File: src/rtl/spi_fm_pkg.sv
package spi_fm_pkg;

  // register selects, from byte address bits 4:2
  localparam logic [2:0] SEL_CTRL = 3'd0;
  localparam logic [2:0] SEL_DATA = 3'd1;
  localparam logic [2:0] SEL_DIV  = 3'd2;
  localparam logic [2:0] SEL_LEN  = 3'd3;
  localparam logic [2:0] SEL_HOLD = 3'd4;
  localparam logic [2:0] SEL_DMA  = 3'd5;

  // control bit positions
  localparam int unsigned B_CLR_TX  = 4;
  localparam int unsigned B_CLR_RX  = 5;
  localparam int unsigned B_TA      = 7;
  localparam int unsigned B_IE_DONE = 9;
  localparam int unsigned B_IE_RX   = 10;
  localparam int unsigned B_STATUS  = 16;

  localparam logic [31:0] CTRL_WMASK = 32'h0000_3F8F;
  localparam logic [31:0] CTRL_RST   = 32'h0000_1000;
  localparam logic [31:0] DMA_RST    = 32'h3020_1020;

  // packed so that done lands on bit 16 and rxf on bit 20
  typedef struct packed {
    logic rxf;
    logic rxr;
    logic txd;
    logic rxd;
    logic done;
  } status_t;

endpackage

File: src/rtl/spi_fm_fifo.sv
module spi_fm_fifo #(
  parameter int unsigned DEPTH = 16,
  parameter int unsigned W     = 8,
  localparam int unsigned CNT_W = $clog2(DEPTH + 1),
  localparam int unsigned PTR_W = (DEPTH > 1) ? $clog2(DEPTH) : 1
) (
  input  logic             clk,
  input  logic             rst_n,
  input  logic             clear,
  input  logic             in_valid,
  output logic             in_ready,
  input  logic [W-1:0]     in_data,
  output logic             out_valid,
  input  logic             out_ready,
  output logic [W-1:0]     out_data,
  output logic [CNT_W-1:0] count
);

  logic [W-1:0]     mem [DEPTH];
  logic [PTR_W-1:0] wp, rp;
  logic             push, pop;

  function automatic logic [PTR_W-1:0] step(input logic [PTR_W-1:0] p);
    return (p == PTR_W'(DEPTH - 1)) ? '0 : p + 1'b1;
  endfunction

  assign in_ready  = count < CNT_W'(DEPTH);
  assign out_valid = count != '0;
  assign push      = in_valid & in_ready;
  assign pop       = out_valid & out_ready;
  assign out_data  = mem[rp];

  always_ff @(posedge clk or negedge rst_n) begin
    if (!rst_n) begin
      wp    <= '0;
      rp    <= '0;
      count <= '0;
    end else if (clear) begin
      wp    <= '0;
      rp    <= '0;
      count <= '0;
    end else begin
      if (push) wp <= step(wp);
      if (pop)  rp <= step(rp);
      case ({push, pop})
        2'b10:   count <= count + 1'b1;
        2'b01:   count <= count - 1'b1;
        default: count <= count;
      endcase
    end
  end

  always_ff @(posedge clk) begin
    if (push) mem[wp] <= in_data;
  end

  // occupancy never runs past the depth
  p_no_overflow_r9: assert property (@(posedge clk) disable iff (!rst_n)
    count <= CNT_W'(DEPTH));

endmodule

File: src/rtl/spi_fm_shifter.sv
module spi_fm_shifter #(
  parameter int unsigned DIV_W = 16,
  localparam int unsigned HALF_W = DIV_W + 1
) (
  input  logic             clk,
  input  logic             rst_n,
  input  logic [DIV_W-1:0] div,
  input  logic             start_valid,
  output logic             start_ready,
  input  logic [7:0]       start_data,
  input  logic             miso,
  output logic             done_valid,
  output logic [7:0]       done_data,
  output logic             busy,
  output logic             sclk,
  output logic             mosi
);

  logic [HALF_W-1:0] half_len_q, half_cnt;
  logic [3:0]        edge_cnt;
  logic [7:0]        shreg;
  logic              samp;
  logic              half_end;
  logic [HALF_W-1:0] half_len;

  assign half_len    = (div == '0) ? (HALF_W'(1) << DIV_W) : HALF_W'(div);
  assign start_ready = ~busy;
  assign half_end    = busy & (half_cnt == half_len_q - 1'b1);
  assign done_valid  = half_end & (edge_cnt == 4'd15);
  assign done_data   = {shreg[6:0], samp};
  assign mosi        = busy & shreg[7];

  always_ff @(posedge clk or negedge rst_n) begin
    if (!rst_n) begin
      busy       <= 1'b0;
      half_len_q <= HALF_W'(1);
      half_cnt   <= '0;
      edge_cnt   <= '0;
      shreg      <= '0;
      samp       <= 1'b0;
      sclk       <= 1'b0;
    end else if (!busy) begin
      if (start_valid) begin
        busy       <= 1'b1;
        shreg      <= start_data;
        half_cnt   <= '0;
        edge_cnt   <= '0;
        half_len_q <= half_len;
      end
    end else if (half_end) begin
      half_cnt <= '0;
      sclk     <= ~sclk;
      edge_cnt <= edge_cnt + 1'b1;
      if (!edge_cnt[0]) begin
        samp <= miso;
      end else begin
        shreg <= {shreg[6:0], samp};
        if (edge_cnt == 4'd15) busy <= 1'b0;
      end
    end else begin
      half_cnt <= half_cnt + 1'b1;
    end
  end

  // no serial clock activity outside a byte
  p_idle_sclk_low_r12: assert property (@(posedge clk) disable iff (!rst_n)
    !busy |-> !sclk);

  // data out holds while the clock stays high
  p_mosi_hold_r12: assert property (@(posedge clk) disable iff (!rst_n)
    (sclk && $past(sclk)) |-> $stable(mosi));

endmodule

File: src/rtl/spi_fm_regs.sv
module spi_fm_regs import spi_fm_pkg::*; #(
  parameter int unsigned DIV_W  = 16,
  parameter int unsigned LEN_W  = 16,
  parameter int unsigned HOLD_W = 4
) (
  input  logic             clk,
  input  logic             rst_n,
  input  logic             wr_en,
  input  logic             rd_en,
  input  logic [2:0]       sel,
  input  logic [31:0]      wdata,
  input  status_t          status,
  input  logic [7:0]       rx_head,
  output logic [31:0]      rdata,
  output logic             ta,
  output logic             ie_done,
  output logic             ie_rx,
  output logic             clr_tx,
  output logic             clr_rx,
  output logic [DIV_W-1:0] div
);

  logic [31:0]       ctrl_q, dma_q;
  logic [LEN_W-1:0]  len_q;
  logic [HOLD_W-1:0] hold_q;
  logic              wr_ctrl;

  assign wr_ctrl = wr_en & (sel == SEL_CTRL);
  assign clr_tx  = wr_ctrl & wdata[B_CLR_TX];
  assign clr_rx  = wr_ctrl & wdata[B_CLR_RX];
  assign ta      = ctrl_q[B_TA];
  assign ie_done = ctrl_q[B_IE_DONE];
  assign ie_rx   = ctrl_q[B_IE_RX];

  always_ff @(posedge clk or negedge rst_n) begin
    if (!rst_n) begin
      ctrl_q <= CTRL_RST;
      div    <= '0;
      len_q  <= '0;
      hold_q <= HOLD_W'(1);
      dma_q  <= DMA_RST;
    end else if (wr_en) begin
      case (sel)
        SEL_CTRL: ctrl_q <= wdata & CTRL_WMASK;
        SEL_DIV:  div    <= wdata[DIV_W-1:0];
        SEL_LEN:  len_q  <= wdata[LEN_W-1:0];
        SEL_HOLD: hold_q <= wdata[HOLD_W-1:0];
        SEL_DMA:  dma_q  <= wdata;
        default:  ;
      endcase
    end
  end

  always_comb begin
    rdata = '0;
    if (rd_en) begin
      case (sel)
        SEL_CTRL: rdata = ctrl_q | (32'(status) << B_STATUS);
        SEL_DATA: rdata = status.rxd ? 32'(rx_head) : '0;
        SEL_DIV:  rdata = 32'(div);
        SEL_LEN:  rdata = 32'(len_q);
        SEL_HOLD: rdata = 32'(hold_q);
        SEL_DMA:  rdata = dma_q;
        default:  rdata = '0;
      endcase
    end
  end

endmodule

File: src/rtl/spi_fifo_master.sv
module spi_fifo_master import spi_fm_pkg::*; #(
  parameter int unsigned FIFO_DEPTH = 16,
  parameter int unsigned DIV_W      = 16
) (
  input  logic        clk,
  input  logic        rst_n,
  input  logic        bus_wr,
  input  logic        bus_rd,
  input  logic [4:0]  bus_addr,
  input  logic [31:0] bus_wdata,
  output logic [31:0] bus_rdata,
  output logic        irq,
  output logic        spi_sclk,
  output logic        spi_mosi,
  input  logic        spi_miso,
  output logic        spi_cs_n
);

  localparam int unsigned CNT_W  = $clog2(FIFO_DEPTH + 1);
  localparam int unsigned RX_THR = (FIFO_DEPTH * 3) / 4;

  logic [2:0]       sel;
  logic             sel_ok, reg_wr, reg_rd, data_wr, data_rd;
  logic             ta, ie_done, ie_rx, clr_tx, clr_rx;
  logic [DIV_W-1:0] div;
  status_t          status;

  logic             tx_in_ready, tx_out_valid, tx_pop_ready;
  logic [7:0]       tx_head;
  logic [CNT_W-1:0] tx_cnt;
  logic             rx_in_ready, rx_out_valid;
  logic [7:0]       rx_head;
  logic [CNT_W-1:0] rx_cnt;

  logic             eng_start, eng_ready, eng_done, eng_busy;
  logic [7:0]       eng_rx;

  assign sel     = bus_addr[4:2];
  assign sel_ok  = (bus_addr[1:0] == 2'b00) && (sel <= SEL_DMA);
  assign reg_wr  = bus_wr & sel_ok;
  assign reg_rd  = bus_rd & sel_ok;
  assign data_wr = reg_wr & (sel == SEL_DATA);
  assign data_rd = reg_rd & (sel == SEL_DATA);

  spi_fm_regs #(.DIV_W(DIV_W)) regs_i (
    .clk     (clk),
    .rst_n   (rst_n),
    .wr_en   (reg_wr),
    .rd_en   (reg_rd),
    .sel     (sel),
    .wdata   (bus_wdata),
    .status  (status),
    .rx_head (rx_head),
    .rdata   (bus_rdata),
    .ta      (ta),
    .ie_done (ie_done),
    .ie_rx   (ie_rx),
    .clr_tx  (clr_tx),
    .clr_rx  (clr_rx),
    .div     (div)
  );

  spi_fm_fifo #(.DEPTH(FIFO_DEPTH), .W(8)) tx_fifo_i (
    .clk       (clk),
    .rst_n     (rst_n),
    .clear     (clr_tx),
    .in_valid  (data_wr & ta),
    .in_ready  (tx_in_ready),
    .in_data   (bus_wdata[7:0]),
    .out_valid (tx_out_valid),
    .out_ready (tx_pop_ready),
    .out_data  (tx_head),
    .count     (tx_cnt)
  );

  spi_fm_fifo #(.DEPTH(FIFO_DEPTH), .W(8)) rx_fifo_i (
    .clk       (clk),
    .rst_n     (rst_n),
    .clear     (clr_rx),
    .in_valid  (eng_done),
    .in_ready  (rx_in_ready),
    .in_data   (eng_rx),
    .out_valid (rx_out_valid),
    .out_ready (data_rd),
    .out_data  (rx_head),
    .count     (rx_cnt)
  );

  // a byte may only launch with room reserved for its reply
  assign eng_start    = ta & tx_out_valid & rx_in_ready;
  assign tx_pop_ready = ta & rx_in_ready & eng_ready;

  spi_fm_shifter #(.DIV_W(DIV_W)) shifter_i (
    .clk         (clk),
    .rst_n       (rst_n),
    .div         (div),
    .start_valid (eng_start),
    .start_ready (eng_ready),
    .start_data  (tx_head),
    .miso        (spi_miso),
    .done_valid  (eng_done),
    .done_data   (eng_rx),
    .busy        (eng_busy),
    .sclk        (spi_sclk),
    .mosi        (spi_mosi)
  );

  always_comb begin
    status.rxd  = rx_out_valid;
    status.rxf  = ~rx_in_ready;
    status.txd  = tx_in_ready;
    status.rxr  = ta & (rx_cnt >= CNT_W'(RX_THR));
    status.done = ta & ~tx_out_valid & ~eng_busy;
  end

  assign irq      = (ie_done & status.done) | (ie_rx & status.rxr);
  assign spi_cs_n = ~ta;

  // a finished byte always finds a free receive slot
  p_rx_room_r10: assert property (@(posedge clk) disable iff (!rst_n)
    eng_done |-> rx_in_ready);

  // the transmit FIFO is popped only into an idle shifter
  p_pop_idle_r10: assert property (@(posedge clk) disable iff (!rst_n)
    (tx_out_valid && tx_pop_ready) |-> !eng_busy);

  // data writes with transfer-active low leave the transmit FIFO alone
  p_drop_inactive_r9: assert property (@(posedge clk) disable iff (!rst_n)
    (data_wr && !ta && !(tx_out_valid && tx_pop_ready) && !clr_tx)
      |=> tx_cnt == $past(tx_cnt));

endmodule

File: config.mk
export PLATFORM = sky130hd
export DESIGN_NAME = spi_fifo_master
export DESIGN_NICKNAME = d
export VERILOG_FILES = /design/src/rtl/spi_fm_pkg.sv /design/src/rtl/spi_fm_fifo.sv /design/src/rtl/spi_fm_shifter.sv /design/src/rtl/spi_fm_regs.sv /design/src/rtl/spi_fifo_master.sv
export SDC_FILE = /design/constraint.sdc
export NUM_CORES = 1
export LEC_CHECK = 0
export ABC_AREA = 1
export BUFFER_PORTS_ARGS = -buffer_cell sky130_fd_sc_hd__buf_4
export CORE_AREA = 10 10 185 187
export CTS_CLUSTER_SIZE = 28
export DETAILED_ROUTE_END_ITERATION = 8
export DIE_AREA = 0 0 195 197
export MAX_ROUTING_LAYER = met4
export PLACE_DENSITY = 0.79
export SYNTH_ARGS = -nofsm -noshare
export SYNTH_HDL_FRONTEND = slang
export SYNTH_SLANG_ARGS = --single-unit
File: constraint.sdc
create_clock -name clk -period 4 [get_ports clk]
set_clock_uncertainty 0.1 [all_clocks]
set_input_delay 0.2 -clock clk [delete_from_list [all_inputs] [get_ports clk]]
set_output_delay 0.2 -clock clk [all_outputs]
set_load 0.05 [all_outputs]
; After elaboration in Yosys (flattened, before gate mapping)
; Memory sizes are Yosys's and may differ from the RTL's.
; Cells that the tools add are included.
[totals]
register_bits = 154
out_inout_bits = 36
mem_bits_rw = 256
memories = 2
in_bits = 42
word_cells = 146
[memory_table]
columns = name, depth, word_bits, read_ports, rd_ports_with_merged_regs, write_ports, line
row1 = rx_fifo_i.mem, 16, 8, 1, 0, 1, spi_fm_fifo.sv:19  ; logic [W-1:0] mem [DEPTH];
row2 = tx_fifo_i.mem, 16, 8, 1, 0, 1, spi_fm_fifo.sv:19
[op_classes]
reduce_logical = 23
n_lt_le_gt_ge = 4
n_mux = 39
n_eq_ne = 17
bitwise_logic = 32
add_sub_neg = 11
[ops]
columns = cell, n
row1 = $pmux W32 S6, 1
row2 = $mux W17, 4
row3 = $mux W4, 15
row4 = $mux W8, 5
row5 = $mux W32, 1
row6 = $and A1 B1 Y1, 24
row7 = $or A14 B21 Y21, 1
row8 = $add A4 B1 Y4 const B, 5
row9 = $eq A4 B4 Y1 const B, 5
row10 = $pmux W5 S2, 2
row11 = $add A17 B1 Y17 const B, 1
row12 = $eq A17 B17 Y1, 1
row13 = $sub A17 B1 Y17 const B, 1
row14 = $logic_not A16 Y1, 1
row15 = $reduce_and A2 Y1, 8
row16 = $add A5 B1 Y5 const B, 2
row17 = $lt A5 B5 Y1 const B, 2
row18 = $mux W5, 2
row19 = $reduce_bool A2 Y1, 5
row20 = $reduce_bool A5 Y1, 2
row21 = $sub A5 B1 Y5 const B, 2
row22 = $mux W1, 9
row23 = $eq A3 B2 Y1 const B, 2
row24 = $eq A3 B3 Y1 const B, 2
row25 = other kinds (13), 23

; Longest topological paths before layout
[logic_depth]
depth_word = 9
depth_mapped = 26

; By module
; Synthesis repeated with hierarchy kept, for this count alone.
[unflattened]
cells_unflattened = 2009
area_unflattened_um2 = 19241.0
[by_module_without_submodules]
columns = mod, area_each_um2, cells_each, seq_area_each_um2, n_inst
row1 = spi_fm_fifo (rx_fifo_i), 5982.0, 521, 4169.0, 1
row2 = spi_fm_fifo (tx_fifo_i), 5908.2, 495, 4169.0, 1
row3 = spi_fm_regs, 3846.2, 491, 1985.7, 1
row4 = spi_fm_shifter, 3394.5, 477, 1227.4, 1
row5 = spi_fifo_master, 110.1, 25, 0.0, 1

; Least setup slack after synthesis
; OpenSTA, ideal clock, no wires.
[synth_path]
path_type = register to register
from = register shifter_i.half_len_q[0]
to = memory rx_fifo_i.mem[15][0] (enable)
t_required_ns = 3.526
path_slack_ns = 1.046
path_stages_with_launch = 18
arrival_ns = 2.481
setup_time_ns = 0.374
cell_sequence = dfstp_2 > inv_2 > ha_1 > nand2_1 > inv_1 > nor2_1 > nand2_1 > nor2_1 > nand2_1 > nor2_1 > nand2_1 > nor2_2 > nand3_2 > nor2_4 > nand4_4 > clkinv_2 > nand2_1 > nor2_1
[synth_via]
elab_chain_len = 7
[synth_rtl]
columns = element, line
row1 = from (decl), spi_fm_shifter.sv:19  ; logic [HALF_W-1:0] half_len_q, half_cnt;
row2 = from (signal assigned), spi_fm_shifter.sv:48  ; half_len_q <= half_len;
row3 = $sub A17 B1 Y17, spi_fm_shifter.sv:28  ; assign half_end = busy & (half_cnt == half_len_q - 1'b1);
row4 = $eq A17 B17 Y1, spi_fm_shifter.sv:28
row5 = $and A1 B1 Y1, spi_fm_shifter.sv:28
row6 = $and A1 B1 Y1, spi_fm_shifter.sv:29  ; assign done_valid = half_end & (edge_cnt == 4'd15);
row7 = $and A1 B1 Y1, spi_fm_fifo.sv:29  ; assign push = in_valid & in_ready;
row8 = $mux W1, spi_fm_fifo.sv:54  ; if (push) mem[wp] <= in_data;
row9 = $mux W1 (implied by the code), spi_fm_fifo.sv:54
row10 = to (decl), spi_fm_fifo.sv:19
; Every way passes these cells.

; Final worst setup path
[layout_path]
from = register rx_fifo_i.rp[1]
to = output bus_rdata[3]
[layout_via]
elab_chain_len = 4
[layout_rtl]
columns = element, line
row1 = from (decl), spi_fm_fifo.sv:20  ; logic [PTR_W-1:0] wp, rp;
row2 = from (signal assigned), spi_fm_fifo.sv:44  ; if (pop) rp <= step(rp);
row3 = $mem_v2 Z16 W8, n/a
row4 = $mux W8, spi_fm_regs.sv:59  ; SEL_DATA: rdata = status.rxd ? 32'(rx_head) : '0;
row5 = $pmux W32 S6, spi_fm_regs.sv:57  ; case (sel)
row6 = $mux W32, spi_fm_regs.sv:56  ; if (rd_en) begin
row7 = to (decl), spi_fifo_master.sv:11  ; output logic [31:0] bus_rdata,
; Every way passes these cells.

==> flow_summary.ini <==
[status]
outcome = finished, final reports clean

[placed_design]
placed_cell_area_um2 = 19120
numPortBuffers = 77
gp_routability_congestion = 0.9464
hpwl_mm = 29.75

[critical_path]
timing.critical_path.from_type = flop
standard_cell_with_the_maximum_stage_delay_on_the_critical_path = sky130_fd_sc_hd__inv_1
worstPathArrival_ns = 3.34
r2r_start = shifter_i.half_len_q[0]$_DFFE_PN1P_
critPathMaxFanout = 34
worstPathBufferInverterCount = 2
setup.worst_path.end_class = primary output
timing.critical_path.cells = inv_1, o21ai_0, o221ai_1, o21ai_0, a21oi_1, a21oi_1, a21oi_1, buf_4
timing_worst_setup_path_type = reg -> out
worstRegToRegCells = 17
worst_r2r_endpoint = rx_fifo_i.mem[7][1]$_DFFE_PP_
worst_path_dominant_cell_family = compound AO/OA/AOI/OAI gates
cp_slowest_stage_delay_ns = 0.69
setup.reg_to_reg.worst_slack_ns = 0.48
crit_required_ns = 3.70
timing.critical_path.mode_cell = sky130_fd_sc_hd__a21oi_1

[floorplanning]
placeableCoreArea_um2 = 30430
floorplan_die_area_um2 = 38420
boundaryPins = 78
die-width_um = 195
start_util_pct = 59.69
row_count = 64
die_y_um = 197

[yosys]
yosysWarnings = 0
syn_area_per_cell_um2 = 10.58
synth_top_family_by_area = simple AND/OR/NAND/NOR gates
number_of_enable_type_register_cells_in_the_synthesized_netlist = 256
synth.net_count = 1778
syn_inst = 1717
synth-compound-area-share_pct = 12.94
synthDistinctLibCells = 50
asyncSetResetFlopFracSynth_pct = 37.56
synth_simple_gate_area_share_pct = 13.85
synth-adder-area-share_pct = 1.350
synth.area.mux_share_pct = 1.550
yosys_most_used_dff = sky130_fd_sc_hd__edfxtp_1
syn_area_um2 = 18160
synth.yosys.seq_area_share_pct = 63.60
synth-seq-cells = 410
share_of_the_synthesized_netlist_area_taken_by_xor_and_xnor_gates_pct = 1.963

[final_layout]
fin_area_um2 = 20850
multi_input_comb_area_um2 = 5758
n_antenna_cell = 0
nNetsFinal = 1876
fillCellCount = 2148
synth_to_final_area_change_pct = 14.80
drive_above_1_share_pct = 12.49
layout.core_utilization_pct = 68.52
area_taken_by_flip_flops_and_latches_um2 = 11550

[worst_hold_path]
launch_point_of_the_worst_hold_path = bus_addr[4]
min-delay-path-class = in -> reg
holdPathStages = 4
hold_path_end = tx_fifo_i.wp[1]$_DFFE_PN0P_

[global_routing]
antenna_found_initial = 0
grt_usage_pct = 24.11
grt_start_max_net_pins = 97
grt.overflow.total = 0
grt_pass1_wl_mm = 72.57
vias_in_the_first_global_route = 13280

[clocking]
clock_transition_at_the_registers_of_the_reported_paths_ns = 0.06
clk_latency_ns = 0.56
root_buffer = sky130_fd_sc_hd__clkbuf_16
clockBufferDepth = 3
clock_sinks = 410
clock_tree.htree_level_count = 2
cts-buffers-inserted = 42
clock_tree_from_tritoncts = built

[routing]
wl_mm = 46.02
detailedRoute.firstIterationViolations = 1432
dr_total_vias = 13580
wl_per_cell_um = 20.50
number_of_routed_nets_with_antenna_violations = 0
routed_via_density = 6.050
dr.pass1.iters = 6
drt_drc_violations_left = 0

[sta]
max_slew.worst_pin.slew_ns = 1.075
setup_repair_after_global_routing_missed_its_margin = no
timing.final.hold_violations = 0
whs_ns = 0.06461
final_period_minus_worst_setup_slack_ns = 3.642
setup_viol_count_final = 0
finalSetupTns_ns = 0
final.period_utilization_pct = 91.05
achievable-frequency_mhz = 274.6
slew-limit-headroom_pct = 28.27
report.final.slew_viol_count = 0

[power_and_ir_drop]
pwr_density_cell_nw_per_um2 = 510.2
total_leakage_power_nw = 8.128
post-layout-total-power_mw = 10.64
vdd_drop_max_uv = 354.3

[run]
timing.max_cap.violations = 0
## worst max-delay path by stage
stage                                             start  cells past startpoint                        endpoint
global route                rx_fifo_i.rp[1]$_DFFE_PN0P_                      8                    bus_rdata[3]
detailed placement  shifter_i.half_len_q[0]$_DFFE_PN1P_                     17   rx_fifo_i.mem[7][1]$_DFFE_PP_
CTS                         rx_fifo_i.rp[1]$_DFFE_PN0P_                      8                    bus_rdata[3]
finish                      rx_fifo_i.rp[1]$_DFFE_PN0P_                      8                    bus_rdata[3]
floorplan           shifter_i.half_len_q[0]$_DFFE_PN1P_                     17  rx_fifo_i.mem[15][0]$_DFFE_PP_
global placement    shifter_i.half_len_q[0]$_DFFE_PN1P_                     17  rx_fifo_i.mem[11][6]$_DFFE_PP_
## synthesized netlist by cell type, types with 3 or more instances
master	n	area share, %
sky130_fd_sc_hd__o22ai_1	47	1.6
sky130_fd_sc_hd__nand2_4	4	0.25
sky130_fd_sc_hd__nand2_2	4	0.14
sky130_fd_sc_hd__nand2_1	245	5.1
sky130_fd_sc_hd__inv_1	141	2.9
sky130_fd_sc_hd__nor2_1	218	4.5
sky130_fd_sc_hd__xnor2_1	13	0.63
sky130_fd_sc_hd__edfxtp_1	256	42
sky130_fd_sc_hd__nand4_1	8	0.28
sky130_fd_sc_hd__nand3b_1	5	0.21
sky130_fd_sc_hd__nor2_4	6	0.37
sky130_fd_sc_hd__clkinv_1	3	0.062
sky130_fd_sc_hd__a211oi_1	4	0.17
sky130_fd_sc_hd__inv_2	4	0.083
sky130_fd_sc_hd__dfrtp_1	146	20
sky130_fd_sc_hd__dfstp_2	8	1.2
sky130_fd_sc_hd__mux2_2	25	1.6
sky130_fd_sc_hd__nor2_2	8	0.28
sky130_fd_sc_hd__nor3_1	24	0.66
sky130_fd_sc_hd__clkbuf_1	74	1.5
sky130_fd_sc_hd__o21ai_0	252	6.9
sky130_fd_sc_hd__nor4_1	6	0.21
sky130_fd_sc_hd__nand3_1	50	1.4
sky130_fd_sc_hd__xor2_1	25	1.2
sky130_fd_sc_hd__ha_1	18	1.2
sky130_fd_sc_hd__a21oi_1	44	1.2
sky130_fd_sc_hd__a31oi_1	5	0.17
sky130_fd_sc_hd__o221ai_1	43	2.1
## cell families after synthesis
kind of cell | Yosys count
multiplexers | 25
adder cells (fa/ha/maj) | 19
XOR/XNOR | 39
flip-flops | 410
AND/OR/NAND/NOR | 584
AO/OA/AOI/OAI | 412
buffers and inverters | 228
## timing repair
item | CTS | global route
buffers inserted | 0 | 0
resized for setup | 0 | 0
hold buffers | 34 | 0
hold endpoints to repair | 290 | 0
## through the flow
stage / setup WS, ns / instances
2_1_floorplan: 1.046 / 1717
6_report: 0.3580 / 2245
3_5_place_dp: 0.5661 / 2133
4_1_cts: 0.4367 / 2245
3_3_place_gp: 0.6943 / 2133
5_1_grt: 0.1734 / 2245
## sequential cells by signal, summed over array words and instances (netlist names), 5 cells and up
register,cells
rx_fifo_i.count,5
shifter_i.half_len_q,17
tx_fifo_i.mem,128
shifter_i.shreg,8
regs_i.ctrl_q,11
tx_fifo_i.count,5
regs_i.div,16
regs_i.dma_q,32
regs_i.len_q,16
shifter_i.half_cnt,17
rx_fifo_i.mem,128
## per-layer routing
metal	wire length, um	GRT usage [%]
met2	22380	38.61
met5	0	-
met3	4032	4.498
met1	18480	30.77
met4	1122	7.551
## cell usage in the layout, fill, tap and decap left out, drive strengths merged, types with 44 or more instances in the layout
| cell type | n |
|---|---|
| a21oi | 44 |
| buf | 98 |
| clkbuf | 60 |
| dfrtp | 146 |
| edfxtp | 256 |
| inv | 147 |
| nand2 | 253 |
| nand3 | 53 |
| nor2 | 232 |
| o21ai | 255 |
| o22ai | 47 |
## cell type report
cell class,instances,area share (%)
well taps,396,2.376
clock inverters,18,1.146
flip-flops and latches,410,55.40
clock buffers,60,5.509
repair buffers,132,5.239
multi-input cells,1079,27.61
inverters,150,2.712
## report_power, final
| group | internal, mW | switching (mW) | leakage [nW] |
|---|---|---|---|
| Sequential | 4.77 | 0.229 | 4.10 |
| Combinational | 0.565 | 1.13 | 3.36 |
| Clock | 2.29 | 1.65 | 0.673 |
| Total | 7.63 | 3.01 | 8.13 |
## worst register-to-register path, cell delays in order (launching register included)
cell	delay (ns)
sky130_fd_sc_hd__dfstp_2	0.56
sky130_fd_sc_hd__inv_2	0.05
sky130_fd_sc_hd__ha_1	0.31
sky130_fd_sc_hd__nand2_1	0.07
sky130_fd_sc_hd__inv_1	0.04
sky130_fd_sc_hd__nor2_1	0.08
sky130_fd_sc_hd__nand2_1	0.05
sky130_fd_sc_hd__nor2_1	0.08
sky130_fd_sc_hd__nand2_1	0.05
sky130_fd_sc_hd__nor2_1	0.09
sky130_fd_sc_hd__nand2_1	0.07
sky130_fd_sc_hd__nor2_2	0.10
sky130_fd_sc_hd__nand3_2	0.13
sky130_fd_sc_hd__nor2_4	0.17
sky130_fd_sc_hd__nand4_4	0.19
sky130_fd_sc_hd__clkinv_2	0.18
sky130_fd_sc_hd__nand2_1	0.23
sky130_fd_sc_hd__nor2_1	0.58
Note: power is estimated with default switching activity, not from simulation.
